===== config.mk =====
export PLATFORM = sky130hd
export DESIGN_NAME = sysctl_port
export DESIGN_NICKNAME = d
export VERILOG_FILES = /design/src/rtl/sysctl_pkg.sv /design/src/rtl/sysctl_refresh_div.sv /design/src/rtl/sysctl_ctrl_reg.sv /design/src/rtl/sysctl_read_mux.sv /design/src/rtl/sysctl_port.sv
export SDC_FILE = /design/constraint.sdc
export NUM_CORES = 1
export LEC_CHECK = 0
export ABC_AREA = 1
export BUFFER_PORTS_ARGS = -buffer_cell sky130_fd_sc_hd__buf_2
export CAP_MARGIN = 20
export CORE_AREA = 4 4 43 45
export DETAILED_ROUTE_END_ITERATION = 10
export DIE_AREA = 0 0 47 49
export PLACE_DENSITY = 0.77
export SYNTH_ARGS = -nofsm -noshare
export SYNTH_HDL_FRONTEND = slang
export SYNTH_SLANG_ARGS = --single-unit

===== constraint.sdc =====
create_clock -name clk -period 3.4 [get_ports clk]
set_input_delay 0.17 -clock clk [delete_from_list [all_inputs] [get_ports clk]]
set_output_delay 0.17 -clock clk [all_outputs]
set_load 0.1 [all_outputs]

===== src/rtl/sysctl_pkg.sv =====
package sysctl_pkg;

    typedef enum logic {
        PH_LOW  = 1'b0,
        PH_HIGH = 1'b1
    } ref_phase_e;

    localparam int BIT_GATE  = 0;
    localparam int BIT_SPKEN = 1;
    localparam int BIT_TOGL  = 4;
    localparam int BIT_T2OUT = 5;
    localparam int BYTE_W    = 8;

endpackage


===== src/rtl/sysctl_refresh_div.sv =====
module sysctl_refresh_div
    import sysctl_pkg::*;
#(
    parameter int REFRESH_CYCLES = 1509
) (
    input  logic clk,
    input  logic rst_n,
    output logic toggle
);
    localparam int CNT_W = (REFRESH_CYCLES > 2) ? $clog2(REFRESH_CYCLES) : 1;
    localparam logic [CNT_W-1:0] LAST = CNT_W'(REFRESH_CYCLES - 1);

    logic [CNT_W-1:0] cnt_q;
    logic             wrap;
    ref_phase_e       state_q, state_d;

    assign wrap = (cnt_q == LAST);

    always_ff @(posedge clk) begin
        if (!rst_n)    cnt_q <= '0;
        else if (wrap) cnt_q <= '0;
        else           cnt_q <= cnt_q + 1'b1;
    end

    always_ff @(posedge clk) begin
        if (!rst_n) state_q <= PH_LOW;
        else        state_q <= state_d;
    end

    always_comb begin
        state_d = state_q;
        unique case (state_q)
            PH_LOW:  if (wrap) state_d = PH_HIGH;
            PH_HIGH: if (wrap) state_d = PH_LOW;
            default: state_d = PH_LOW;
        endcase
    end

    always_comb toggle = (state_q == PH_HIGH);


    toggle_on_wrap_chk: assert property (@(posedge clk) disable iff (!rst_n)
        (toggle != $past(toggle)) |-> ($past(cnt_q) == LAST));


    cnt_range_chk: assert property (@(posedge clk) disable iff (!rst_n)
        cnt_q <= LAST);

endmodule


===== src/rtl/sysctl_ctrl_reg.sv =====
module sysctl_ctrl_reg
    import sysctl_pkg::*;
(
    input  logic              clk,
    input  logic              rst_n,
    input  logic              wr_en,
    input  logic [BYTE_W-1:0] wr_data,
    output logic              gate,
    output logic              spk_en
);
    always_ff @(posedge clk) begin
        if (!rst_n) begin
            gate   <= 1'b0;
            spk_en <= 1'b0;
        end else if (wr_en) begin
            gate   <= wr_data[BIT_GATE];
            spk_en <= wr_data[BIT_SPKEN];
        end
    end


    gate_load_chk: assert property (@(posedge clk) disable iff (!rst_n)
        wr_en |=> (gate == $past(wr_data[BIT_GATE])));


    spken_load_chk: assert property (@(posedge clk) disable iff (!rst_n)
        wr_en |=> (spk_en == $past(wr_data[BIT_SPKEN])));


    hold_chk: assert property (@(posedge clk) disable iff (!rst_n)
        !wr_en |=> ($stable(gate) && $stable(spk_en)));

endmodule


===== src/rtl/sysctl_read_mux.sv =====
module sysctl_read_mux
    import sysctl_pkg::*;
(
    input  logic              gate,
    input  logic              spk_en,
    input  logic              toggle,
    input  logic              t2_out,
    output logic [BYTE_W-1:0] rd_data
);
    always_comb begin
        rd_data            = '0;
        rd_data[BIT_GATE]  = gate;
        rd_data[BIT_SPKEN] = spk_en;
        rd_data[BIT_TOGL]  = toggle;
        rd_data[BIT_T2OUT] = t2_out;
    end
endmodule


===== src/rtl/sysctl_port.sv =====
module sysctl_port
    import sysctl_pkg::*;
#(
    parameter int REFRESH_CYCLES = 1509
) (
    input  logic       clk,
    input  logic       rst_n,
    input  logic       wr_en,
    input  logic [7:0] wr_data,
    input  logic       t2_out,
    output logic [7:0] rd_data,
    output logic       t2_gate,
    output logic       spkr_out
);
    logic gate, spk_en, toggle;

    sysctl_ctrl_reg u_reg (
        .clk     (clk),
        .rst_n   (rst_n),
        .wr_en   (wr_en),
        .wr_data (wr_data),
        .gate    (gate),
        .spk_en  (spk_en)
    );

    sysctl_refresh_div #(.REFRESH_CYCLES(REFRESH_CYCLES)) u_div (
        .clk    (clk),
        .rst_n  (rst_n),
        .toggle (toggle)
    );

    sysctl_read_mux u_mux (
        .gate    (gate),
        .spk_en  (spk_en),
        .toggle  (toggle),
        .t2_out  (t2_out),
        .rd_data (rd_data)
    );

    assign t2_gate  = gate;
    assign spkr_out = t2_out & spk_en;


    t2_mirror_chk: assert property (@(posedge clk) disable iff (!rst_n)
        rd_data[BIT_T2OUT] == t2_out);


    spkr_gated_chk: assert property (@(posedge clk) disable iff (!rst_n)
        spkr_out |-> (t2_out && rd_data[BIT_SPKEN]));


    reserved_zero_chk: assert property (@(posedge clk) disable iff (!rst_n)
        (rd_data[7:6] == 2'b00) && (rd_data[3:2] == 2'b00));

endmodule


==> results.md, run 1 <==
- The I/O pin count is 22.
- After detailed routing, the met3 layer carries around 34 um of wire.
- The number of max-slew violations in the final report is 0.
- The number of nets in the final layout is roughly 120.
- For this block, wires on met1 add up to between 500 and 600 um.
- The most frequent standard cell in the layout excluding fill and tap cells is sky130_fd_sc_hd__nor2_1.
- Synthesis produced a netlist whose cell count is 96.
- Sequential cells were found to cover about two fifths of the synthesized design area.
- After global routing the overflow that remains totals 0.
- Setup repair after global routing left no endpoint under its margin.
- Global routing consumed, over all layers together, 11.67% of the routing resources.
- The mean instance size in the synthesized netlist is 7.625 sq um.
- After Yosys synthesis, full adders, half adders and majority gates account for 3.419% of the synthesized area.
- The pin count of the biggest net entering global routing is 9.
- The number of buffers on the longest clock path is 2.
- The die span in y is slightly below 50 um.
- The amount of wire on met2 after detailed routing is roughly 680 um.
- After detailed routing, the number of remaining DRC violations is 0.
- At the end of routability-driven placement, the weighted congestion stood at 0.8448.
- In this design, the stage delay of the slowest critical-path cell is 0.41 ns.
- The via count of the first global-routing pass came to around 500.
- The number of max-cap violations is 0.
- The critical setup path kind is reg2out.
- The category of the worst setup path launch point is a flop.
- The clock net sink count is 14.
- The row count is 14.
- By area the synthesized netlist is led by sky130_fd_sc_hd__dfxtp_1 (38%), sky130_fd_sc_hd__nor2_1 (9.7%), sky130_fd_sc_hd__buf_4 (8.2%), sky130_fd_sc_hd__nand3_1 (6.2%), sky130_fd_sc_hd__nand2_1 (5.6%).
- The highest layer touched by signal routing is met4.
- The total leakage power is approximately 0.34 nW.
- After detailed routing, the total wire length is between 1000 and 1500 um.
- The H-tree depth is 1.
- Data arrives at the worst endpoint at approximately 1.1 ns.
- The number of synthesized register bits is 14.
- The overall via count from detail_route is around 600.
- The cell chosen for the clock root is sky130_fd_sc_hd__clkbuf_4.
- The area fraction of the dominant cell type after synthesis is 38.29%.
- The run finished with clean final reports.
- After clock tree synthesis, the flow added hold-fix buffers numbering 0.
- The insertion delay to the later sink of the worst-skew pair is around 0.28 ns.
- The first global-routing pass estimated approximately 2000 um of wire.
- After routing, the total negative slack on setup checks comes to 0 ns.
- Buffers inserted during clock tree synthesis total 3.
- The total power density per cell area is between 400 and 500 mW/mm^2.
- The sort of element at the end of the critical path is an output port.
- Leaving out fill and tap cells, the most frequent cells in the layout are sky130_fd_sc_hd__nor2_1 (19), sky130_fd_sc_hd__dfxtp_1 (14), sky130_fd_sc_hd__nand2_1 (11), sky130_fd_sc_hd__buf_2 (11), sky130_fd_sc_hd__inv_1 (10).
- After clock tree synthesis, the repair step resized 0 gates.
- Post-CTS timing repair inserted 0 buffers for setup.
- The type of the worst min-delay path is in2reg.
- The total design power is about 0.00036 W.
- In this run, the number of DRC markers left after iteration 0 of detailed routing was 7.
- In the finished design, the share of the clock period the worst path needs comes to 38.64%.
- The per-cell via count in the routed design is about 5.
- The Yosys step of the flow raised 0 warnings.
- sky130_fd_sc_hd__dfxtp_1 takes more of the synthesized area than any other cell.
- The starting utilization of the core area is about half.
- The per-cell routed wire length is between 10 and 15 um.
- The complex-gate fraction of the synthesized area is approximately 5.3%.
- The TritonCTS clock tree is done.
- The signal on the critical path passes through nand2_1 > inv_1 > buf_2.
- The number of placed instances, taps included, is 118.
- The proportion of synthesized area in mux cells is 0%.
- The critical-path maximum fanout is 3.
- The count of unique library cells instantiated by Yosys is 20.
- The count of inserted antenna diode cells is 0.
- The die outline area is 0.002303 sq mm.
- The number of buffer cells added on primary ports is 11.
- The finished layout holds 122 standard cells, fillers aside.
- Summing every instance area after synthesis gives between 700 and 800 sq um.
- The total core area is ~0.0015 sq mm.
- Clock-pin slew was measured on the worst setup and hold paths at around 0.08 ns.
- The first detailed-routing pass ran for 3 iterations.
- Setup violations remaining at the end of the flow were counted as 0.
- The parity-gate share of the synthesized area counting xor and xnor cells is about 4.8%.
- In this design, the largest share of critical-path delay is due to buffers and inverters.
- At the worst endpoint, the required time is approximately 3.2 ns.
- Across the VDD grid, the largest voltage drop is 249.9 uV.
- In this run the remaining antenna-violating nets after routing total 0.
- The number of hold violations in the final report came to 0.
- By area, the combinational part of the netlist is dominated by simple AND/OR/NAND/NOR gates.
- The synthesized-area fraction occupied by and/or/nand/nor cells is 34.36%.
- The detailed placer's ending HPWL is around 1000 um.
- In the final layout, the share of cells above drive strength 1 is 24.53%.
- The number of buffers and inverters on the critical path is 2.
- The maximum frequency from static timing analysis is 0.7611 GHz.
- The initial antenna violation count is 0.
- The minimum clock period after layout is approximately 1.3 ns.
- Across the routed clock network, the largest skew measured is between 0.001 and 0.0015 ns.
- The critical-path cell with the highest stage delay is sky130_fd_sc_hd__buf_2.
- The growth of design area from synthesis to finish is 8.547%.
- The width of the die is about 47 um.
stage by stage:
step | instance area (sq um) | hold WS (ns) | util (%) | setup slack, ns
after floorplan | 743.2 | 0.2915 | - | 1.861
after global placement | 758.2 | 0.3934 | 51.53 | 2.183
after detailed placement | 758.2 | 0.4016 | 51.53 | 2.128
after CTS | 794.5 | 0.1216 | 54.00 | 2.067
after global routing | 794.5 | 0.1283 | 54.00 | 1.995
final | 794.5 | 0.1183 | 54.00 | 2.086
worst paths after layout:
| check | startpoint | endpoint | slack, ns | cells past startpoint |
|---|---|---|---|---|
| setup / recovery | u_reg.spk_en | spkr_out | 2.09 | 3 |
| hold reg to reg | u_div.cnt_q[0] | u_div.cnt_q[0] | 0.48 | 1 |
| hold / removal | wr_data[0] | u_reg.gate | 0.12 | 3 |
| setup reg to reg | u_div.cnt_q[0] | u_div.cnt_q[6] | 2.14 | 7 |
sequential cells by signal (all words and copies together), names as in the netlist:
register / flops
u_div.cnt_q: 11
u_div.toggle: 1
u_reg.gate: 1
u_reg.spk_en: 1
area by class of cell:
cell class / instances / area [sq um]
timing repair buffer: 11 / 55.05
clock buffer: 4 / 36.28
inverter: 10 / 37.54
tap: 16 / 20.02
sequential: 14 / 280.3
multi-input combinational: 67 / 365.4
fill: 146 / 676.9
logic make-up (layout without fill, tap and decap cells):
group                    after synthesis  count (layout)
XOR/XNOR                               4               4
buffers and inverters                 18              25
other                                  1               4
adder cells (fa/ha/maj)                2               2
flip-flops                            14              14
AND/OR/NAND/NOR                       50              50
AO/OA/AOI/OAI                          7               7
Yosys cell counts:
library cell,count
sky130_fd_sc_hd__a21o_2,1
sky130_fd_sc_hd__a21oi_1,4
sky130_fd_sc_hd__buf_4,8
sky130_fd_sc_hd__conb_1,1
sky130_fd_sc_hd__dfxtp_1,14
sky130_fd_sc_hd__ha_1,2
sky130_fd_sc_hd__inv_1,10
sky130_fd_sc_hd__nand2_1,11
sky130_fd_sc_hd__nand2_2,3
sky130_fd_sc_hd__nand3_1,9
sky130_fd_sc_hd__nand3_2,1
sky130_fd_sc_hd__nand3_4,1
sky130_fd_sc_hd__nand4_1,1
sky130_fd_sc_hd__nor2_1,19
sky130_fd_sc_hd__nor2_2,2
sky130_fd_sc_hd__nor2_4,2
sky130_fd_sc_hd__o21ai_0,2
sky130_fd_sc_hd__or2_2,1
sky130_fd_sc_hd__xnor2_1,3
sky130_fd_sc_hd__xor2_1,1
routing by layer:
| metal | vias up | global-route usage [%] |
|---|---|---|
| met5 | - | 0 |
| met4 | 0 | 6.912 |
| met3 | 5 | 2.214 |
| met2 | 7 | 19.23 |
| met1 | 279 | 13.14 |
| li1 | 306 | - |
worst reg2reg max path, cell delays in order, from the launching register on:
cell and delay (ns):
sky130_fd_sc_hd__dfxtp_1 0.35, sky130_fd_sc_hd__inv_1 0.07, sky130_fd_sc_hd__ha_1 0.15, sky130_fd_sc_hd__nand2_1 0.07
sky130_fd_sc_hd__nor2_2 0.16, sky130_fd_sc_hd__nand3_4 0.13, sky130_fd_sc_hd__nand2_2 0.17, sky130_fd_sc_hd__nor2_1 0.07
power by group:
part	switching, W	total (W)	internal, W
logic	0.0000572	0.0000678	0.0000106
clock network	0.0000526	0.000118	0.0000652
registers	0.00000472	0.000173	0.000169
total	0.000114	0.000359	0.000244
Power figures use the tool's default switching activity.
==> run 2: changes to the inputs <==
ABC_AREA = 0   (was 1)
CORE_AREA = 4 4 46 48   (was 4 4 43 45)
DIE_AREA = 0 0 50 52   (was 0 0 47 49)
PLACE_DENSITY = 0.71   (was 0.77)
clock period = 1.1 ns   (was 3.4 ns; I/O delays follow)
==> run 2 against run 1 <==
Effect of this change: the run now ends with setup timing left; wire length up 18%; via count up 7.2%; power rose to 3.5 times the previous value; setup slack worse by 2.3 ns; flip-flop and latch count unchanged; core utilization up 10 points; synthesized cell count down 15%; largest power group unchanged; highest routed layer unchanged.
==> results.md, run 2 <==
- The flow ran to the end, but the final reports show violations.
- The checks that failed: setup timing.
- The startpoint of the most critical hold path is wr_data[0].
- In the synthesized netlist, the cells that appear most often are sky130_fd_sc_hd__dfxtp_1 (14), sky130_fd_sc_hd__buf_4 (8), sky130_fd_sc_hd__inv_1 (7), sky130_fd_sc_hd__nor2_1 (7), sky130_fd_sc_hd__nand3_1 (5).
- The number of synthesized register bits is 14 (unchanged).
- The overall via count from detail_route came to 640 (+7.2%).
- The worst hold slack is 0.007894 ns (-0.1104 ns).
- The minimum clock period after layout is approximately 1.3 ns.
- Leaving out fill and tap cells, the most frequent cells in the layout are sky130_fd_sc_hd__buf_4 (19), sky130_fd_sc_hd__nor2_1 (7), sky130_fd_sc_hd__buf_2 (6), sky130_fd_sc_hd__dfxtp_4 (6).
- The worst endpoint required time is 1.31 ns (-1.92 ns).
- The register-to-register setup slack is -0.17 ns (-2.31 ns).
- The pre-CTS setup slack came to -0.1752 ns (-2.304 ns).
- Leaving out fill and tap cells, the most frequent cell in the layout is sky130_fd_sc_hd__buf_4.
- The initial antenna violation count is 0 (unchanged).
- The violation count after the first detailed-route iteration is 2 (-5).
- By area the synthesized netlist is led by sky130_fd_sc_hd__dfxtp_1 (38%), sky130_fd_sc_hd__buf_4 (8.1%), sky130_fd_sc_hd__or4_1 (4.1%), sky130_fd_sc_hd__nand4bb_4 (3.7%), sky130_fd_sc_hd__inv_1 (3.6%).
- The net switching fraction of the power is 32.16% (+0.25 points).
- The clock slew seen by the registers of the worst setup and hold paths is 0.08 ns (about the same).
- The cell sitting at the root of the clock tree is a sky130_fd_sc_hd__clkbuf_4.
- The global-route wire length before repair is 2635 um (+35%).
- The row count is 15 (+1).
- The number of hold violations in the final report was 0 (unchanged).
- The total power density per cell area is 1143 mW/mm^2 (+150%).
- The number of buffer cells added on primary ports is 11 (unchanged).
- The number of max-cap violations is 0 (unchanged).
- The cell depth of the worst flop-to-flop path came to 5 (-2).
- The part of the power in registers is 45.6% (-2.7 points).
- The count of warnings emitted by yosys is 0 (unchanged).
- The global-route usage over all layers came to 13.61% (+1.9 points).
- The width of the die was 50 um (+6.4%).
- The number of instances in the synthesized netlist is 82 (-15%).
- The count of non-filler cells in the finished layout came to 136 (+11%).
- The maximum clock skew at final layout is 0.007111 ns (+0.005640 ns).
- The post-synthesis instance area was 738.2 sq um (+0.85%).
- The number of flip-flops under the largest register name was 11 (unchanged).
- The largest vdd supply drop came to 759.3 uV (+200%).
- The TritonCTS clock tree is done.
- The count of inserted antenna diode cells is 0 (unchanged).
- The aggregate routed wire length came to 1473 um (+18%).
- The net switching power is 0.0004034 W (+250%).
- The register bank with the most flops is u_div.cnt_q.
- The terminating pin of the worst hold path is u_reg.gate.
- The number of endpoints failing setup at the final stage is 12 (+12).
- The per-cell via count in the routed design came to 4.706 (-3.8%).
- The starting utilization of the core area came to 43.22% (-6.5 points).
- The worst setup path startpoint is u_div.cnt_q[1].
- The routability congestion estimate from global placement came to 0.7925 (-6.2%).
- The final worst setup slack was -0.1652 ns (-2.251 ns).
- In this run the worst hold path is classified as in2reg.
- The sort of element at the end of the critical path is a flop.
- The cell area after placement is 0.001022 sq mm (+35%).
- The portion of the post-synthesis area used by sequential elements is 37.97% (-0.32 points).
- The number of max-slew violations in the final report is 0 (unchanged).
- The instance count after placement with tap cells included is 130 (+10%).
- The number of hold-repair buffers added at the cts stage is 0 (unchanged).
- The category of the worst setup path launch point is a flop.
- The logic gate share of total power is 25.2% (+6.3 points).
- The mean instance size in the synthesized netlist is 9.003 sq um (+18%).
- The per-cell routed wire length is 10.83 um (+5.8%).
- The endpoint identified for the worst register-to-register timing path is u_div.cnt_q[8].
- The I/O pin count is 22 (unchanged).
- The via count of the first global-routing pass is 631 (+28%).
- The internal power contribution is 0.0008510 W (+250%).
- The area fraction of the dominant cell type after synthesis is 37.97% (-0.32 points).
- The critical-path maximum fanout is 5 (+2).
- The final clock period utilization by the worst path is 115.0%.
- The share of final-layout standard cells stronger than drive strength 1 is 51.35% (+27 points).
- The count of flip-flops with a built-in enable after synthesis was 0 (unchanged).
- The async set-reset flop share out of synthesis is 0% (unchanged).
- The number of nets with antenna violations after routing is 0 (unchanged).
- The clock net sink count is 14 (unchanged).
- The hold path depth is 3 (unchanged).
- The total design power was 0.001254 W (+250%).
- The total non-filler cell area in the finished layout was 0.001097 sq mm (+38%).
- The pin count of the biggest net entering global routing is 9 (unchanged).
- The number of buffers added by the clock tree synthesis step is 3 (unchanged).
- The area growth from synthesis to layout is 48.64%.
- The number of fill cells in the layout is 140 (-4.1%).
- The total leakage power is 0.4287 nW (+27%).
- The number of buffers on the longest clock path is 2 (unchanged).
- The library cell occupying the most area in the post-synthesis netlist is sky130_fd_sc_hd__dfxtp_1.
- The H-tree depth is 1 (unchanged).
- The residual DRC count was 0 (unchanged).
- The critical setup path kind is reg2reg.
- The detailed placer's ending HPWL is 1137 um (+10%).
- The arrival time at the worst endpoint is 1.48 ns (+0.34 ns).
- Setup repair after global routing could not meet its margin everywhere.
- The die outline area is 0.002600 sq mm (+13%).
- The number of nets in the final layout was 126 (+4.1%).
- The maximum frequency from static timing analysis is 0.7904 GHz.
- The clock share of power was 29.1% (-3.7 points).
- The length of the first detailed-routing pass in iterations came to 4 (+1).
- The total core area came to 0.001708 sq mm (+16%).
- Among all flip-flop cells after synthesis, the most frequent one is sky130_fd_sc_hd__dfxtp_1.
- The count of unique library cells instantiated by Yosys was 27 (+35%).
- The insertion delay to the later sink of the worst-skew pair is 0.28 ns (about the same).
- The remaining global-route overflow was 0 (unchanged).
- The die span in y was 52 um (+6.1%).
- The worst register-to-register path begins at u_div.cnt_q[1].
- The most common cell in the synthesized netlist is sky130_fd_sc_hd__dfxtp_1.
==> run 2: stage by stage <==
step / util [%] / TNS (ns)
finish: 64.25 / -1.662
global placement: 59.85 / -1.300
global route: 64.25 / -2.529
floorplan: - / -1.010
CTS: 64.25 / -1.774
detailed placement: 59.85 / -1.432
==> run 2: per-layer routing <==
layer	wire length (um)	GRT usage [%]	share of wire (%)	vias to the layer above
li1	-	-	-	340
met1	623	14.71	42	281
met2	738	23.26	50	15
met3	87	5.731	5.9	4
met4	24	5.530	1.6	0
met5	0	0	0	-
==> run 2: worst max path at each step <==
| stage | to | slack [ns] | depth (start not counted) |
|---|---|---|---|
| 6_report | u_div.cnt_q[8] | -0.17 | 5 |
| 5_1_grt | u_div.cnt_q[10] | -0.25 | 4 |
| 4_1_cts | u_div.cnt_q[10] | -0.17 | 3 |
| 3_5_place_dp | u_div.toggle | -0.18 | 5 |
| 3_3_place_gp | u_div.cnt_q[10] | -0.14 | 3 |
| 2_1_floorplan | u_div.cnt_q[10] | -0.16 | 4 |
==> run 2: kinds of logic after synthesis <==
| group | synth area share [%] |
|---|---|
| fa+ha+maj | 3.389 |
| xor+xnor | 3.560 |
| flops | 37.97 |
| compound gates | 13.73 |
| buf+inv | 11.70 |
| simple gates | 26.44 |
| mux | 2.712 |
| other cells | 0.5080 |
==> run 2: what timing repair did <==
item | 4_1_cts | 5_1_grt
gates resized for setup | 10 | 0
pin swaps | 3 | 1
endpoints found under the hold margin | 0 | 0
setup endpoints to repair | 13 | 12
setup buffers | 2 | 0
==> run 2: layout make-up <==
cell class / instances / area, sq um / area share (%)
clock buffer: 4 / 36.28 / 3.307
inverter: 7 / 26.28 / 2.395
tap: 25 / 31.28 / 2.851
timing repair buffer: 30 / 272.8 / 24.86
sequential: 14 / 309.0 / 28.16
multi-input combinational: 56 / 421.7 / 38.43
==> run 2: worst max-delay path, cell delays in order (launching register included) <==
cell and delay, ns:
sky130_fd_sc_hd__dfxtp_4 0.38, sky130_fd_sc_hd__ha_4 0.13, sky130_fd_sc_hd__nand4_1 0.09, sky130_fd_sc_hd__buf_4 0.17
sky130_fd_sc_hd__or3_1 0.30, sky130_fd_sc_hd__a31oi_1 0.13
==> run 2: power groups by stage <==
stage	registers, W	logic, W	clock network, W
2_1_floorplan	0.000596	0.000201	0
3_3_place_gp	0.000584	0.000300	0
3_5_place_dp	0.000585	0.000303	0
4_1_cts	0.000572	0.000319	0.000380
5_1_grt	0.000577	0.000338	0.000401
6_report	0.000572	0.000317	0.000366
